`src/rtl/qdec_pkg.sv`:
```
package qdec_pkg;

  typedef enum logic [1:0] {
    STEP_NONE = 2'd0,
    STEP_UP   = 2'd1,
    STEP_DN   = 2'd2,
    STEP_BAD  = 2'd3
  } step_e;

  // State is {a,b}. Moving up, A copies ~B or B copies A.
  function automatic step_e classify(input logic [1:0] prv, input logic [1:0] cur);
    logic a_chg;
    logic b_chg;
    a_chg = prv[1] ^ cur[1];
    b_chg = prv[0] ^ cur[0];
    if (!a_chg && !b_chg)     return STEP_NONE;
    else if (a_chg && b_chg)  return STEP_BAD;
    else if (a_chg)           return (cur[1] == ~prv[0]) ? STEP_UP : STEP_DN;
    else                      return (cur[0] ==  prv[1]) ? STEP_UP : STEP_DN;
  endfunction

endpackage

```
`src/rtl/qdec_sync.sv`:
```
module qdec_sync #(
  parameter int W      = 1,
  parameter int STAGES = 2
) (
  input  logic         clk,
  input  logic         rst_n,
  input  logic [W-1:0] d,
  output logic [W-1:0] q
);

  logic [W-1:0] stg_q [STAGES];

  generate
    for (genvar s = 0; s < STAGES; s++) begin : g_stage
      logic [W-1:0] stg_d;
      if (s == 0) begin : g_first
        assign stg_d = d;
      end else begin : g_rest
        assign stg_d = stg_q[s-1];
      end
      always_ff @(posedge clk or negedge rst_n) begin
        if (!rst_n) stg_q[s] <= '0;
        else        stg_q[s] <= stg_d;
      end
    end
  endgenerate

  assign q = stg_q[STAGES-1];

endmodule

```
`src/rtl/qdec_decode.sv`:
```
module qdec_decode
  import qdec_pkg::*;
(
  input  logic       clk,
  input  logic       rst_n,
  input  logic [1:0] phase,
  output step_e      step
);

  logic [1:0] prev_q;
  logic [1:0] prev_d;

  always_comb begin
    prev_d = phase;
    step   = classify(prev_q, phase);
  end

  always_ff @(posedge clk or negedge rst_n) begin
    if (!rst_n) prev_q <= 2'b00;
    else        prev_q <= prev_d;
  end

  // an undecodable step flips both phases against the held state
  p_bad_both_r6: assert property (@(posedge clk) disable iff (!rst_n)
    (step == STEP_BAD) |-> ((phase ^ prev_q) == 2'b11));

endmodule

```
`src/rtl/qdec_counter.sv`:
```
module qdec_counter
  import qdec_pkg::*;
#(
  parameter int W = 12
) (
  input  logic         clk,
  input  logic         rst_n,
  input  logic         clr,
  input  step_e        step,
  output logic [W-1:0] count,
  output logic         evt,
  output logic         err
);

  localparam logic [W-1:0] ONE = W'(1);

  logic [W-1:0] cnt_q, cnt_d;
  logic         cnt_en;
  logic         evt_q, evt_d;
  logic         err_q, err_d;

  always_comb begin
    cnt_d  = cnt_q;
    cnt_en = 1'b0;
    evt_d  = 1'b0;
    err_d  = 1'b0;
    if (clr) begin
      cnt_d  = '0;
      cnt_en = 1'b1;
    end else begin
      unique case (step)
        STEP_UP:   begin cnt_d = cnt_q + ONE; cnt_en = 1'b1; evt_d = 1'b1; end
        STEP_DN:   begin cnt_d = cnt_q - ONE; cnt_en = 1'b1; evt_d = 1'b1; end
        STEP_BAD:  err_d = 1'b1;
        default:   ;
      endcase
    end
  end

  always_ff @(posedge clk or negedge rst_n) begin
    if (!rst_n) begin
      cnt_q <= '0;
      evt_q <= 1'b0;
      err_q <= 1'b0;
    end else begin
      if (cnt_en) cnt_q <= cnt_d;
      evt_q <= evt_d;
      err_q <= err_d;
    end
  end

  assign count = cnt_q;
  assign evt   = evt_q;
  assign err   = err_q;

  // every change of the count outside a clear is flagged
  p_change_flagged_r7: assert property (@(posedge clk) disable iff (!rst_n)
    (!$past(clr) && (count != $past(count))) |-> evt);

  // an update moves the count by exactly one, modulo 2^W
  p_unit_step_r3: assert property (@(posedge clk) disable iff (!rst_n)
    evt |-> (((count - $past(count)) == ONE) || (($past(count) - count) == ONE)));

  // a clear leaves zero and no strobes
  p_clear_zero_r8: assert property (@(posedge clk) disable iff (!rst_n)
    $past(clr) |-> ((count == '0) && !evt && !err));

  // an error strobe never comes with a count change
  p_err_holds_r6: assert property (@(posedge clk) disable iff (!rst_n)
    err |-> ($stable(count) && !evt));

endmodule

```
`src/rtl/qdec_axis.sv`:
```
module qdec_axis
  import qdec_pkg::*;
#(
  parameter int CNT_W       = 12,
  parameter int SYNC_STAGES = 2
) (
  input  logic             clk,
  input  logic             rst_n,
  input  logic             count_clr,
  input  logic             enc_a,
  input  logic             enc_b,
  output logic [CNT_W-1:0] position,
  output logic             step_pulse,
  output logic             seq_error
);

  logic       rst_n_s;
  logic [1:0] phase_s;
  step_e      step;

  qdec_sync #(.W(1), .STAGES(2)) u_rst_sync (
    .clk(clk), .rst_n(rst_n), .d(1'b1), .q(rst_n_s)
  );

  qdec_sync #(.W(2), .STAGES(SYNC_STAGES)) u_phase_sync (
    .clk(clk), .rst_n(rst_n_s), .d({enc_a, enc_b}), .q(phase_s)
  );

  qdec_decode u_decode (
    .clk(clk), .rst_n(rst_n_s), .phase(phase_s), .step(step)
  );

  qdec_counter #(.W(CNT_W)) u_counter (
    .clk(clk), .rst_n(rst_n_s), .clr(count_clr), .step(step),
    .count(position), .evt(step_pulse), .err(seq_error)
  );

  // reset forces the outputs quiet
  p_reset_quiet_r9: assert property (@(posedge clk)
    !rst_n_s |-> ((position == '0) && !step_pulse && !seq_error));

endmodule

```
`config.mk`:
```
export PLATFORM = sky130hd
export DESIGN_NAME = qdec_axis
export DESIGN_NICKNAME = d
export VERILOG_FILES = /design/src/rtl/qdec_pkg.sv /design/src/rtl/qdec_sync.sv /design/src/rtl/qdec_decode.sv /design/src/rtl/qdec_counter.sv /design/src/rtl/qdec_axis.sv
export SDC_FILE = /design/constraint.sdc
export NUM_CORES = 1
export LEC_CHECK = 0
export BUFFER_PORTS_ARGS = -buffer_cell sky130_fd_sc_hd__buf_2
export CAP_MARGIN = 40
export CORE_ASPECT_RATIO = 1.75
export CORE_UTILIZATION = 35
export DETAILED_ROUTE_END_ITERATION = 10
export HOLD_SLACK_MARGIN = 0.15
export PLACE_DENSITY = 0.52
export SYNTH_ARGS = -nofsm -noshare
export SYNTH_HDL_FRONTEND = slang
export SYNTH_SLANG_ARGS = --single-unit
```
`constraint.sdc`:
```
create_clock -name clk -period 1.87 [get_ports clk]
set_clock_uncertainty 0.05 [all_clocks]
set_input_delay 0.374 -clock clk [delete_from_list [all_inputs] [get_ports clk]]
set_output_delay 0.374 -clock clk [all_outputs]
set_load 0.02 [all_outputs]
```
==> reports/qor.yml <==
drive_above_1_share: 0.506
drv_cap: 0
combPwrFrac: 0.428
layout_common_cells: "buf_4, dfrtp_1, buf_2"
setup.worst_path.end_class: "flop"
diodes: 0
synth_area_leader_cell: "dfrtp_1"
power.internal_mw: 1.18
hp-class: "in2reg"
sequentialPowerShare: 0.321
cts_buffer_depth: 2
tns_ns: -7.57
synth_edf_count: 0
fp.dieW_um: 53.7
max_freq_mhz: 370
crit_type: "reg2reg"
switching_share: 0.320
powerDensity_mw_per_mm2: 668
ff2ff_setup_slack_ns: -0.83
rsz0062_at_grt: "true"
critPathLaunchType: "flop"
status: "finished with violations"
grt_start_max_net_pins: 17
antenna_found_initial: 0
slew_viol_final: 0
ys_seq_area_frac: 0.336
portBuffers: 18
switchingPower_mw: 0.556
vias: 1677
fill_cells: 386
hold_start: "enc_b"
synth-seq-cells: 22
violations: "setup timing"
row_count: 32
r2r_end: "u_counter.count[11]"
area_growth_pct: 58.8
slowest_stage: "dfrtp_2"
viasPerCell: 5.31
r2r-start: "u_decode.prev_q[0]"
critPathBufInv: 0
dr.pass1.iters: 4
grt_overflow_total: 0
drtIter0Drc: 23
worstPathRequired_ns: 1.97
holdPathStages: 1
crit_family: "multiplexers"
finalSetupViolations: 12
yosysWarnings: 0
setup_ws_ns: -0.832
drtAntennaViolNets: 0
coreArea_sq_mm: 0.00444
vdd_drop_max_mv: 0.679
period_needed_ns: 2.70
min_to: "u_phase_sync.g_stage[1].stg_d[0]"
numCtsBuffers: 3
finalCritPeriodShare: 1.45
drcViolationCount: 0
dpl.hpwl_um: 3410
slowest_delay_ns: 0.46
hold_ws_ns: 0.167
synth_top_area_frac: 0.336
cts.sinks: 22
grt_pass1_vias: 1678
root_buffer: "clkbuf_8"
cts_tree: "built"
grt_pass1_wl_um: 7380
synth_ff_type: "dfrtp_1"
critPathArrivalTime_ns: 2.80
routabilityCongestion: 0.876
p_leak_nw: 1.18
worstSkewPairLatency_ns: 0.26
routed_wl_um: 4700
synth_area_leaders: "dfrtp_1, o21ai_0, ha_1, nor2_1, a21oi_1"
synth.avg_cell_area_sq_um: 8.57
synthArstFlopShare: 1.00
final_common_cell: "buf_4"
clk_pin_slew_ns: 0.08
synthesis.nets: 202
path_depth: 9
fin_nets: 277
io_pins: 19
initial_core_util: 0.368
hold_viol: 0
crit_fanout: 7
grt_usage: 0.198
die_h_um: 92.5
worstRegToRegCells: 9
h-tree-depth: 1
yosys.cell_types.count: 51
pwr-share-clk: 0.251
dieArea_sq_mm: 0.00496
syn_area_sq_mm: 0.00164
post_drt_wl_per_cell_um: 14.9
path_cells: "o211ai_1, o21a_1, ha_4, or3b_4, mux2_4, a211oi_2, nor3_2, mux2i_1, mux2_1"
synthCells: 191
-- layer usage --
layer	up-vias	global-route usage	routed length, um
met2	29	0.353	2600
met1	810	0.233	1950
met3	6	0.00985	72
met4	0	0.0768	80
met5	-	0	0
li1	832	-	-
-- worst reg2reg max path: stages, from the launching register on --
cell      delay, ns
dfrtp_2        0.46
o211ai_1       0.22
o21a_1         0.21
ha_4           0.20
or3b_4         0.39
mux2_4         0.30
a211oi_2       0.17
nor3_2         0.08
mux2i_1        0.17
mux2_1         0.33
-- repair_timing --
| item | 4_1_cts | 5_1_grt |
|---|---|---|
| hold buffers | 2 | 0 |
| resized for setup | 15 | 36 |
| hold endpoints to repair | 6 | 0 |
| pin swaps | 5 | 12 |
| cloned | 0 | 0 |
| buffers inserted | 6 | 6 |
| setup endpoints to repair | 12 | 12 |
-- logic make-up (layout without fill, tap and decap cells) --
family,count (synthesis),count (layout),share of synthesized area
AOI/OAI and AO/OA,53,53,0.213
xor gates and xnor gates,8,8,0.0428
adders and majority gates,6,6,0.0459
buffers and inverters,19,93,0.0520
DFF,22,22,0.336
muxes,10,10,0.0650
other,1,1,0.00229
and+or+nand+nor,72,72,0.243
-- state kept, by name, summed over array words and instances (netlist names) --
register	cells
u_counter.count	12
u_decode.prev_q	2
u_phase_sync.g_stage.stg_d	2
u_phase_sync.q	2
u_counter.err	1
u_counter.evt	1
u_rst_sync.g_stage.stg_d	1
u_rst_sync.q	1
-- area by class of cell --
class | count | area (sq um) | area share
well taps | 51 | 63.8 | 0.0246
clock inverters | 1 | 30.0 | 0.0116
clock buffers | 3 | 41.3 | 0.0159
flip-flops and latches | 22 | 552 | 0.212
inverters | 3 | 15.0 | 0.00578
repair buffers | 86 | 636 | 0.245
multi-input cells | 150 | 1260 | 0.485
-- cells in the mapped netlist (3+ instances only) --
cell type / instances
inv_1: 3
nand2_1: 13
a21oi_1: 11
o21a_1: 4
nor2_1: 16
nor3_1: 5
o211ai_1: 3
mux2_2: 4
clkbuf_1: 10
o21ai_0: 16
mux2i_1: 5
nand3b_1: 3
xnor2_1: 6
dfrtp_1: 22
nor2b_1: 8
a21o_1: 3
or3_1: 3
nand3_1: 6
buf_2: 5
ha_1: 6
-- power by group through the flow --
stage	registers, mW	logic, mW	clock network (mW)
2_1_floorplan	0.598	0.310	0
3_3_place_gp	0.565	0.597	0
3_5_place_dp	0.566	0.603	0
4_1_cts	0.555	0.651	0.460
5_1_grt	0.564	0.805	0.465
6_report	0.557	0.743	0.436
-- how the worst max path moves through the flow --
stage,start,end
final,u_decode.prev_q[0],u_counter.count[11]
after global routing,u_decode.prev_q[0],u_counter.count[5]
after CTS,u_decode.prev_q[0],u_counter.count[5]
after detailed placement,u_decode.prev_q[0],u_counter.count[11]
after global placement,u_decode.prev_q[0],u_counter.count[11]
after floorplan,u_decode.prev_q[0],u_counter.count[6]
-- through the flow --
stage	std cells	worst slack [ns]	area, sq um	total power, mW	utilization
final	316	-0.832	2600	1.74	0.585
after detailed placement	300	-0.934	2180	1.17	0.490
after CTS	312	-0.843	2370	1.67	0.534
after global placement	300	-0.859	2180	1.16	0.490
after floorplan	191	-1.06	1700	0.908	-
after global routing	316	-0.968	2600	1.83	0.585
Power figures use the tool's default switching activity.
